===== config.mk =====
export PLATFORM = sky130hd
export DESIGN_NAME = rxbd_ring_engine
export DESIGN_NICKNAME = d
export VERILOG_FILES = /design/src/rtl/rxbd_pkg.sv /design/src/rtl/rxbd_cfg.sv /design/src/rtl/rxbd_packer.sv /design/src/rtl/rxbd_ctrl.sv /design/src/rtl/rxbd_ring_engine.sv
export SDC_FILE = /design/constraint.sdc
export NUM_CORES = 1
export LEC_CHECK = 0
export ABC_AREA = 1
export ABC_CLOCK_PERIOD_IN_PS = 2950
export BUFFER_PORTS_ARGS = -buffer_cell sky130_fd_sc_hd__buf_4
export CORE_MARGIN = 2
export CORE_UTILIZATION = 59
export CTS_BUF_LIST = sky130_fd_sc_hd__clkbuf_16
export DETAILED_ROUTE_END_ITERATION = 7
export HOLD_SLACK_MARGIN = 0.1
export PLACE_DENSITY = 0.79
export SLEW_MARGIN = 15
export SYNTH_ARGS = -nofsm -noshare
export SYNTH_HDL_FRONTEND = slang
export SYNTH_SLANG_ARGS = --single-unit

===== constraint.sdc =====
create_clock -name clk -period 2.95 [get_ports clk]
set_input_delay 0.295 -clock clk [delete_from_list [all_inputs] [get_ports clk]]
set_output_delay 0.295 -clock clk [all_outputs]
set_load 0.005 [all_outputs]

===== src/rtl/rxbd_pkg.sv =====
package rxbd_pkg;
  localparam int LEN_W = 16;
  localparam int EMPTY_BIT = 15;
  localparam int WRAP_BIT = 13;
  localparam logic [31:0] POLL_KEY = 32'h0100_0000;
  localparam logic [1:0] RA_BASE = 2'd0;
  localparam logic [1:0] RA_BUF  = 2'd1;
  localparam logic [1:0] RA_MAX  = 2'd2;
  localparam logic [1:0] RA_POLL = 2'd3;

  typedef enum logic [2:0] {
    ST_IDLE, ST_RD0, ST_RD1, ST_CHK, ST_READY, ST_RECV, ST_FLUSH, ST_WB
  } rx_state_e;
endpackage


===== src/rtl/rxbd_cfg.sv =====
module rxbd_cfg
  import rxbd_pkg::*;
#(
  parameter int ADDR_W = 16,
  parameter int BUF_DEF = 1520,
  parameter int MAXLEN_DEF = 1518
) (
  input  logic              clk,
  input  logic              rst_n,
  input  logic              cfg_we,
  input  logic [1:0]        cfg_addr,
  input  logic [31:0]       cfg_wdata,
  output logic [ADDR_W-1:0] base_q,
  output logic [LEN_W-1:0]  buf_lim_q,
  output logic [LEN_W-1:0]  max_len_q,
  output logic              base_ld_q,
  output logic              poll_p
);
  logic [ADDR_W-1:0] base_n;
  logic [LEN_W-1:0]  buf_n, max_n;
  logic              base_ld_n;

  always_comb begin
    base_n    = base_q;
    buf_n     = buf_lim_q;
    max_n     = max_len_q;
    base_ld_n = 1'b0;
    poll_p    = 1'b0;
    if (cfg_we) begin
      unique case (cfg_addr)
        RA_BASE: begin base_n = cfg_wdata[ADDR_W-1:0]; base_ld_n = 1'b1; end
        RA_BUF:  buf_n = cfg_wdata[LEN_W-1:0];
        RA_MAX:  max_n = cfg_wdata[LEN_W-1:0];
        default: poll_p = (cfg_wdata == POLL_KEY);
      endcase
    end
  end

  always_ff @(posedge clk or negedge rst_n) begin
    if (!rst_n) begin
      base_q    <= '0;
      buf_lim_q <= LEN_W'(BUF_DEF);
      max_len_q <= LEN_W'(MAXLEN_DEF);
      base_ld_q <= 1'b0;
    end else begin
      base_q    <= base_n;
      buf_lim_q <= buf_n;
      max_len_q <= max_n;
      base_ld_q <= base_ld_n;
    end
  end
endmodule


===== src/rtl/rxbd_packer.sv =====
module rxbd_packer
  import rxbd_pkg::*;
#(
  parameter int ADDR_W = 16
) (
  input  logic              clk,
  input  logic              rst_n,
  input  logic              clr,
  input  logic              take,
  input  logic [7:0]        bdata,
  input  logic              blast,
  input  logic              berr,
  input  logic [ADDR_W-1:0] buf_word,
  input  logic [LEN_W-1:0]  buf_lim,
  output logic              wr_vld_q,
  output logic [ADDR_W-1:0] wr_addr_q,
  output logic [31:0]       wr_data_q,
  output logic [3:0]        wr_be_q,
  output logic [LEN_W-1:0]  cnt_q,
  output logic              err_q
);
  localparam logic [LEN_W-1:0] CNT_MAX = '1;

  logic [31:0]       acc_d_q, acc_d_n, dat_ins, wr_data_n;
  logic [3:0]        acc_be_q, acc_be_n, be_ins, wr_be_n;
  logic [LEN_W-1:0]  cnt_n;
  logic [ADDR_W-1:0] wr_addr_n;
  logic [1:0]        lane;
  logic              keep, flush_now, wr_vld_n, err_n;

  assign lane = cnt_q[1:0];
  assign keep = (cnt_q < buf_lim);

  always_comb begin
    dat_ins = acc_d_q;
    for (int i = 0; i < 4; i++) begin
      if (lane == 2'(i) && keep) dat_ins[31-8*i -: 8] = bdata;
    end
    be_ins    = acc_be_q | (keep ? (4'b1000 >> lane) : 4'b0000);
    flush_now = take && ((lane == 2'd3) || blast);
  end

  always_comb begin
    acc_d_n   = acc_d_q;
    acc_be_n  = acc_be_q;
    cnt_n     = cnt_q;
    err_n     = err_q;
    wr_vld_n  = 1'b0;
    wr_data_n = wr_data_q;
    wr_be_n   = wr_be_q;
    wr_addr_n = wr_addr_q;
    if (clr) begin
      acc_d_n  = '0;
      acc_be_n = '0;
      cnt_n    = '0;
      err_n    = 1'b0;
    end else if (take) begin
      err_n = err_q | berr;
      if (cnt_q != CNT_MAX) cnt_n = cnt_q + 1'b1;
      if (flush_now) begin
        wr_vld_n  = (be_ins != 4'b0000);
        wr_data_n = dat_ins;
        wr_be_n   = be_ins;
        wr_addr_n = buf_word + ADDR_W'(cnt_q >> 2);
        acc_d_n   = '0;
        acc_be_n  = '0;
      end else begin
        acc_d_n  = dat_ins;
        acc_be_n = be_ins;
      end
    end
  end

  always_ff @(posedge clk or negedge rst_n) begin
    if (!rst_n) begin
      acc_d_q   <= '0;
      acc_be_q  <= '0;
      cnt_q     <= '0;
      err_q     <= 1'b0;
      wr_vld_q  <= 1'b0;
      wr_data_q <= '0;
      wr_be_q   <= '0;
      wr_addr_q <= '0;
    end else begin
      acc_d_q   <= acc_d_n;
      acc_be_q  <= acc_be_n;
      cnt_q     <= cnt_n;
      err_q     <= err_n;
      wr_vld_q  <= wr_vld_n;
      wr_data_q <= wr_data_n;
      wr_be_q   <= wr_be_n;
      wr_addr_q <= wr_addr_n;
    end
  end


  be_contig_chk: assert property (@(posedge clk) disable iff (!rst_n)
    wr_vld_q |-> (wr_be_q == 4'b1000 || wr_be_q == 4'b1100 ||
                  wr_be_q == 4'b1110 || wr_be_q == 4'b1111));
endmodule


===== src/rtl/rxbd_ctrl.sv =====
module rxbd_ctrl
  import rxbd_pkg::*;
#(
  parameter int ADDR_W = 16
) (
  input  logic              clk,
  input  logic              rst_n,
  input  logic              poll_p,
  input  logic              base_ld,
  input  logic [ADDR_W-1:0] base_q,
  input  logic [LEN_W-1:0]  buf_lim,
  input  logic [LEN_W-1:0]  max_len,
  input  logic              rx_valid,
  input  logic              rx_last,
  input  logic [31:0]       mem_rdata,
  input  logic [LEN_W-1:0]  byte_cnt,
  input  logic              err_seen,
  output logic              take,
  output logic              pk_clr,
  output logic [ADDR_W-1:0] buf_word,
  output logic              rd_req,
  output logic [ADDR_W-1:0] rd_addr,
  output logic              wb_req,
  output logic [ADDR_W-1:0] wb_addr,
  output logic [31:0]       wb_data,
  output logic              busy_q,
  output logic              done_q
);
  rx_state_e         state_q, state_n;
  logic [ADDR_W-1:0] cur_q, cur_n, ptr_q, ptr_n;
  logic [15:0]       st_q, st_n;
  logic              drop_q, drop_n, busy_n, done_n;
  logic              accept_st, drop_start;
  logic [5:0]        errs;

  assign accept_st  = (state_q == ST_READY) || (state_q == ST_RECV);
  assign take       = rx_valid && !drop_q && accept_st;
  assign drop_start = rx_valid && !drop_q && !accept_st;
  assign pk_clr     = (state_q == ST_CHK);
  assign buf_word   = ptr_q;
  assign rd_req     = (state_q == ST_RD0) || (state_q == ST_RD1);
  assign rd_addr    = (state_q == ST_RD0) ? cur_q : cur_q + ADDR_W'(1);
  assign wb_req     = (state_q == ST_WB);
  assign wb_addr    = cur_q;
  assign errs       = {(byte_cnt > max_len), 3'b000, (byte_cnt > buf_lim), err_seen};
  assign wb_data    = {1'b0, st_q[14:6], errs, byte_cnt};

  always_comb begin
    state_n = state_q;
    cur_n   = cur_q;
    ptr_n   = ptr_q;
    st_n    = st_q;
    done_n  = 1'b0;
    unique case (state_q)
      ST_IDLE:  if (poll_p) state_n = ST_RD0;
      ST_RD0:   state_n = ST_RD1;
      ST_RD1:   begin st_n = mem_rdata[31:16]; state_n = ST_CHK; end
      ST_CHK:   begin
        ptr_n   = mem_rdata[ADDR_W+1:2];
        state_n = st_q[EMPTY_BIT] ? ST_READY : ST_IDLE;
      end
      ST_READY: if (take) state_n = rx_last ? ST_FLUSH : ST_RECV;
      ST_RECV:  if (take && rx_last) state_n = ST_FLUSH;
      ST_FLUSH: state_n = ST_WB;
      default: begin
        done_n  = 1'b1;
        cur_n   = st_q[WRAP_BIT] ? base_q : cur_q + ADDR_W'(2);
        state_n = ST_RD0;
      end
    endcase
    if (base_ld) cur_n = base_q;
  end

  always_comb begin
    drop_n = drop_q;
    if (drop_start && !rx_last) drop_n = 1'b1;
    else if (drop_q && rx_valid && rx_last) drop_n = 1'b0;
    busy_n = drop_start ? 1'b1 : (poll_p ? 1'b0 : busy_q);
  end

  always_ff @(posedge clk or negedge rst_n) begin
    if (!rst_n) begin
      state_q <= ST_IDLE;
      cur_q   <= '0;
      ptr_q   <= '0;
      st_q    <= '0;
      drop_q  <= 1'b0;
      busy_q  <= 1'b0;
      done_q  <= 1'b0;
    end else begin
      state_q <= state_n;
      cur_q   <= cur_n;
      ptr_q   <= ptr_n;
      st_q    <= st_n;
      drop_q  <= drop_n;
      busy_q  <= busy_n;
      done_q  <= done_n;
    end
  end


  done_pulse_chk: assert property (@(posedge clk) disable iff (!rst_n)
    done_q |=> !done_q);

  poll_clears_busy_chk: assert property (@(posedge clk) disable iff (!rst_n)
    (poll_p && !rx_valid) |=> !busy_q);

  busy_cause_chk: assert property (@(posedge clk) disable iff (!rst_n)
    $rose(busy_q) |-> $past(rx_valid));

  no_take_unowned_chk: assert property (@(posedge clk) disable iff (!rst_n)
    take |-> st_q[EMPTY_BIT]);
endmodule


===== src/rtl/rxbd_ring_engine.sv =====
module rxbd_ring_engine
  import rxbd_pkg::*;
#(
  parameter int ADDR_W = 16,
  parameter int BUF_DEF = 1520,
  parameter int MAXLEN_DEF = 1518
) (
  input  logic              clk,
  input  logic              rst_n,
  input  logic              cfg_we,
  input  logic [1:0]        cfg_addr,
  input  logic [31:0]       cfg_wdata,
  input  logic              rx_valid,
  input  logic [7:0]        rx_data,
  input  logic              rx_last,
  input  logic              rx_err,
  output logic              mem_req,
  output logic              mem_we,
  output logic [ADDR_W-1:0] mem_addr,
  output logic [31:0]       mem_wdata,
  output logic [3:0]        mem_be,
  input  logic [31:0]       mem_rdata,
  output logic              rx_frame_done,
  output logic              rx_busy
);
  logic [ADDR_W-1:0] base_q, buf_word, rd_addr, wb_addr, pk_addr;
  logic [LEN_W-1:0]  buf_lim, max_len, byte_cnt;
  logic              base_ld, poll_p, take, pk_clr, rd_req, wb_req;
  logic              pk_vld, err_seen;
  logic [31:0]       wb_data, pk_data;
  logic [3:0]        pk_be;

  rxbd_cfg #(.ADDR_W(ADDR_W), .BUF_DEF(BUF_DEF), .MAXLEN_DEF(MAXLEN_DEF)) u_cfg (
    .clk(clk), .rst_n(rst_n), .cfg_we(cfg_we), .cfg_addr(cfg_addr),
    .cfg_wdata(cfg_wdata), .base_q(base_q), .buf_lim_q(buf_lim),
    .max_len_q(max_len), .base_ld_q(base_ld), .poll_p(poll_p));

  rxbd_ctrl #(.ADDR_W(ADDR_W)) u_ctrl (
    .clk(clk), .rst_n(rst_n), .poll_p(poll_p), .base_ld(base_ld),
    .base_q(base_q), .buf_lim(buf_lim), .max_len(max_len),
    .rx_valid(rx_valid), .rx_last(rx_last), .mem_rdata(mem_rdata),
    .byte_cnt(byte_cnt), .err_seen(err_seen), .take(take), .pk_clr(pk_clr),
    .buf_word(buf_word), .rd_req(rd_req), .rd_addr(rd_addr),
    .wb_req(wb_req), .wb_addr(wb_addr), .wb_data(wb_data),
    .busy_q(rx_busy), .done_q(rx_frame_done));

  rxbd_packer #(.ADDR_W(ADDR_W)) u_pack (
    .clk(clk), .rst_n(rst_n), .clr(pk_clr), .take(take), .bdata(rx_data),
    .blast(rx_last), .berr(rx_err), .buf_word(buf_word), .buf_lim(buf_lim),
    .wr_vld_q(pk_vld), .wr_addr_q(pk_addr), .wr_data_q(pk_data),
    .wr_be_q(pk_be), .cnt_q(byte_cnt), .err_q(err_seen));

  always_comb begin
    mem_req   = rd_req || pk_vld || wb_req;
    mem_we    = pk_vld || wb_req;
    mem_addr  = rd_req ? rd_addr : (pk_vld ? pk_addr : wb_addr);
    mem_wdata = pk_vld ? pk_data : wb_data;
    mem_be    = rd_req ? 4'b0000 : (pk_vld ? pk_be : 4'b1111);
  end


  one_port_user_chk: assert property (@(posedge clk) disable iff (!rst_n)
    $onehot0({rd_req, pk_vld, wb_req}));

  wb_owner_release_chk: assert property (@(posedge clk) disable iff (!rst_n)
    wb_req |-> !mem_wdata[16+EMPTY_BIT]);
endmodule


======== Word-level counts from Yosys, hierarchy flattened ========
Cells that the tools add are included.
storage, ports and cells
  flip-flop bits (word level) ............. 209
  input bits .............................. 80
  output and inout port bits .............. 56
  word-level logic and storage cells ...... 128
cells by class
  $add $sub $neg .......................... 4
  order comparisons ....................... 3
  equal/unequal tests ..................... 18
  shifts and indexed selects .............. 1
  mux-type cells .......................... 43
  bitwise logic cells ..................... 3
  reduce and logical (&&, ||, !) cells .... 37
operators with widths
  operator                                               count
  2-to-1 mux 16 bit                                      9
  2-to-1 mux 32 bit                                      4
  adder 16 x 1 -> 16 bit, second input constant          2
  equality test 32 x 25 -> 1 bit, second input constant  1
  > comparator 16 bit                                    2
  2-to-1 mux 8 bit                                       4
  2-to-1 mux 4 bit                                       6
  one-hot mux 3 bit (7 select lines)                     1
  adder 16 x 14 -> 16 bit                                1
  adder 16 x 2 -> 16 bit, second input constant          1
  < comparator 16 bit                                    1
  inequality test 16 bit, second input constant          1
  2-to-1 mux 1 bit                                       14
  equality test 3 bit, second input constant             4
  logical AND 1 bit                                      12
  2-to-1 mux 3 bit                                       4
  AND reduction 2 bit                                    4
  nonzero test 2 bit                                     4
  OR reduction 7 bit                                     1
  equality test 2 bit, second input constant             3
  equality test 3 x 2 -> 1 bit, second input constant    2
  logical OR 1 bit                                       6
  inequality test 2 x 1 -> 1 bit, second input constant  3
  AND reduction 3 bit                                    2
  other kinds (13)                                       17

======== Depth between registers and ports, before layout ========
  depth after elaboration ................. 7
  depth in mapped cells ................... 15
  gate-level depth less buffers ........... 14

======== By module ========
A second synthesis with hierarchy kept.
unflattened totals
  cells, all modules ...................... 1673
  area, all modules ....................... 12441.9 um2
modules (own cells, without submodules)
  module            instances  cells an instance  area each (um2)  sequential area each (um2)
  rxbd_packer       1          709                5723.0           2652.5
  rxbd_ctrl         1          521                3709.8           1201.2
  rxbd_cfg          1          209                2087.0           1243.7
  rxbd_ring_engine  1          234                922.1            0.0

======== Least setup slack after synthesis ========
Ideal clock, no wire load.
  path type ............................... register to register
  from .................................... reg u_cfg.buf_lim_q[7]
  to ...................................... reg u_pack.acc_d_q[20]
  library setup time ...................... 129 ps
  data arrival time ....................... 1912 ps
  data required time ...................... 2821 ps
  slack ................................... 909 ps
  stages on the path, launching flop included .. 11
  buffers on the path ..................... 1
  period minus slack after synthesis ...... 2041 ps
  cells stage by stage .................... dfstp_2 -> inv_1 -> ha_1 -> a21o_1 -> nor2_1 -> nand2_1 -> nand2_1 -> nand3_2 -> buf_2 -> o21ai_0 -> o21ai_0
between the ends
  word-level cells in the longest chain between the ends .. 6
ends and longest elaborated chain
  what                    line               RTL
  start, declared         rxbd_cfg.sv:14     output logic [LEN_W-1:0] buf_lim_q,
  start signal, assigned  rxbd_cfg.sv:42     buf_lim_q <= LEN_W'(BUF_DEF);
  start signal, assigned  rxbd_cfg.sv:47     buf_lim_q <= buf_n;
  < comparator 16 bit     rxbd_packer.sv:32  assign keep = (cnt_q < buf_lim);
  logical AND 1 bit       rxbd_packer.sv:37  if (lane == 2'(i) && keep) dat_ins[31-8*i -: 8] = bdata;
  2-to-1 mux 8 bit        rxbd_packer.sv:37
  2-to-1 mux 32 bit       rxbd_packer.sv:60  if (flush_now) begin
  2-to-1 mux 32 bit       rxbd_packer.sv:57  end else if (take) begin
  2-to-1 mux 32 bit       rxbd_packer.sv:52  if (clr) begin
  end signal, assigned    rxbd_packer.sv:85  acc_d_q <= acc_d_n;
  end, declared           rxbd_packer.sv:24  logic [31:0] acc_d_q, acc_d_n, dat_ins, wr_data_n;
Every way passes these cells. The select of a mux whose other input is x is not followed.
A chain may end at the register's enable or synchronous reset.

======== Worst setup path in the final report ========
  from .................................... reg u_cfg.buf_lim_q[10]
  to ...................................... out mem_wdata[17]
between the ends
  word-level cells in the longest chain between the ends .. 2
ends and longest elaborated chain
  what                 line                    RTL
  > comparator 16 bit  rxbd_ctrl.sv:45         assign errs = {(byte_cnt > max_len), 3'b000, (byte_cnt > buf_lim), err_seen};
  2-to-1 mux 32 bit    rxbd_ring_engine.sv:57  mem_wdata = pk_vld ? pk_data : wb_data;
  end, declared        rxbd_ring_engine.sv:20  output logic [31:0] mem_wdata,
Every way passes these cells.

==> out/metrics.cfg <==
[critical_path]
cp_num_buf_inv=2
crit_path_max_fanout=5
crit_path_cell_trace=inv_1, ha_1, nand4_1, nor3_1, nand2_1, nand2_1, a22o_1, buf_4
worstSetupPathType=flop to output pin
worstReg2RegEnd=u_pack.acc_d_q[0]
cpMostUsedCell=nand2_1
crit_slowest_cell=dfstp_2
reg2reg_depth=8
required_ns=2.65
r2r_slack_ns=0.37
worstSetupStartpointType=flop
cpPeakStageDelay_ns=0.53
cpLargestDelayFamily=simple AND/OR/NAND/NOR gates
critical_path_arrival_ns=2.51
endpoint_kind=output pin
reg2reg_from=u_cfg.buf_lim_q[10]

[hold_path]
whs_endpoint=u_cfg.max_len_q[3]
hp-start=cfg_wdata[3]
hp-class=input pin to flop
min_path_cells=3

[cells_and_area]
post-route-util_pct=72.3
drive_above_1_share_pct=15.0
diodes=0
area_growth_pct=20.0
nets=1745
layout.cells.non_filler=1863
fin_area_sq_um=13600

[sta]
hold_viol=0
period_minus_slack_ns=2.81
maxSlewHeadroom_pct=42.0
fmax_mhz=356
finalSetupViolCount=0
fin_skew_ns=0.0187
whs_ns=0.135
slew_violations=0
setup_ws_ns=0.141
setup_tns_ns=0
period_share_pct=95.2
tightest_slew_ns=0.870
rsz0062_at_grt=false

[synth]
synth_edf_count=0
syn_nets=1588
ys_ff_latch=203
synth.most_common_cell=nand2_1
ys.flop_type=dfrtp_1
ys_types=53
synthTopCellsByArea=dfrtp_1, nand2_1, o21ai_0, ha_1, inv_1
yosysSeqAreaShare_pct=45.1
syn_inst=1455
synthArstFlopShare_pct=100
synth_top_cell_by_area=dfrtp_1
avgSynthCellArea_sq_um=7.77
synth_top_area_share_pct=41.8
yosys_warnings=0
ys_top_cells_by_count=nand2_1, dfrtp_1, o21ai_0
syn-cell-area_sq_um=11300

[grt]
overflow=0
grt_usage_pct=31.8
antenna_found_initial=0
grt_pass1_wl_um=51000
grt_pass1_vias=10062
grt_max_degree=92

[floorplan]
die_y_um=142
ios=136
die_area_sq_um=20300
core_sq_um=18800
fp.dieW_um=142
rows=50
initial_utilization_pct=60.3

[power]
p_sw_mw=1.78
leakage_nw=6.67
p_total_mw=6.73
p_per_area_nw_per_um2=496
seqPwrFrac_pct=45.8
p_clk_share_pct=40.6
switching_share_pct=26.5
ir_drop_uv=497
internal-power_mw=4.95
p_comb_share_pct=13.6

[routing]
antenna_left=0
drt_wl_total_um=31500
drtIter0Drc=902
vias=10353
vias_per_cell=5.56
dr.pass1.iters=5
drt-wirelength-per-cell_um=16.9
drcViolationCount=0

[placement]
dpl.hpwl_um=22500
dpl_cell_area_sq_um=12500
post-place-ws_ns=0.480
gp_congestion=0.954
numPortBuffers=129
dp_cells=1791

[clock_tree]
clock-root-buffer=clkbuf_16
post-cts-setup-buffers=0
cts.clk_slew.worst_paths_ns=0.06
clk_path_buf_depth=3
clk_latency_ns=0.51
clock-sinks=203
cts_buffers=23
cts_tree=done
htree_levels=1

[job]
max_cap_violations=0

[outcome]
outcome=finished clean

worst max-delay path by stage:
stage,cells after the start,slack [ns],start,to
after floorplan,10,0.91,u_cfg.buf_lim_q[7],u_pack.acc_d_q[20]
after global placement,9,0.56,u_cfg.buf_lim_q[7],u_pack.wr_data_q[17]
after detailed placement,9,0.48,u_cfg.buf_lim_q[7],u_pack.acc_d_q[21]
after CTS,11,0.06,u_ctrl.wb_addr[2],mem_addr[15]
after global routing,8,0.02,u_cfg.buf_lim_q[8],mem_wdata[17]
final,8,0.14,u_cfg.buf_lim_q[10],mem_wdata[17]
flip-flops by register name, summed over array words and instances (netlist names):
name and flops:
u_pack.acc_be_q 4, u_ctrl.state_q 3, u_cfg.max_len_q 16, u_pack.acc_d_q 32, u_ctrl.st_q 10, u_cfg.base_ld_q 1, u_ctrl.busy_q 1, u_pack.wr_addr_q 16
u_pack.err_q 1, u_pack.cnt_q 16, u_cfg.base_q 16, u_cfg.buf_lim_q 16, u_ctrl.wb_addr 16, u_ctrl.buf_word 16, u_ctrl.drop_q 1, u_pack.wr_be_q 4
u_pack.wr_vld_q 1, u_ctrl.done_q 1, u_pack.wr_data_q 32
timing repair:
item                                   4_1_cts  5_1_grt
hold buffers                                30        0
endpoints found under the hold margin       75        0
resized for setup                            0        5
setup endpoints to repair                    0        3
power groups by stage:
stage,combinational [mW],sequential (mW),clock [mW]
2_1_floorplan,0.500,3.09,0
3_3_place_gp,0.841,3.12,0
3_5_place_dp,0.872,3.12,0
4_1_cts,0.912,3.08,2.76
5_1_grt,1.04,3.10,2.87
6_report,0.918,3.08,2.73
cell type report:
cell class	instances	area, sq um
clock buffers	23	576
clock inverters	19	144
fillers	1508	5190
inverters	179	674
multi-input cells	1019	5290
flip-flops and latches	203	5100
well taps	234	293
repair buffers	186	1500
metal layers:
layer,up-vias,global-route usage (%),routed length [um]
met1,4842,44.9,14000
met3,82,4.61,2080
met5,-,0,0
met4,0,12.1,1170
li1,5052,-,-
met2,377,50.0,14300
cell usage in the layout, fill, tap and decap left out, types with 3 or more instances in the layout:
master,count
buf_4,153
ha_1,51
nor2_2,3
nand2_1,456
a31oi_1,3
o221ai_1,4
clkbuf_16,23
nor3_1,15
o21ai_2,4
o21ai_0,183
dfstp_2,14
nor4_1,5
nand3_1,38
a21oi_1,46
nor2_4,3
o21ai_1,51
xor2_1,16
o211ai_1,12
a21o_1,4
clkinv_2,5
dlygate4sd3_1,30
inv_1,175
clkinv_1,6
nand3_2,8
dfrtp_1,187
o22ai_1,6
xnor2_1,10
a22oi_1,4
nand3b_1,3
nor2_1,51
nor3_2,3
inv_2,6
nand4_1,16
worst register-to-register path: cells and delay by family (launching register included):
kind | cells | cell delay, ns
compound gates | 4 | 1.16
flops | 1 | 0.53
simple gates | 2 | 0.51
fa+ha+maj | 1 | 0.20
buf+inv | 1 | 0.04
cells by family (layout without fill, tap and decap cells):
| group | count (synthesis) | after routing | synth area share [%] |
|---|---|---|---|
| simple gates | 609 | 609 | 22.6 |
| xor+xnor | 27 | 27 | 2.09 |
| flops | 203 | 203 | 45.1 |
| buf+inv | 233 | 407 | 8.36 |
| compound gates | 330 | 330 | 15.9 |
| fa+ha+maj | 53 | 53 | 5.93 |
Power figures use the tool's default switching activity.
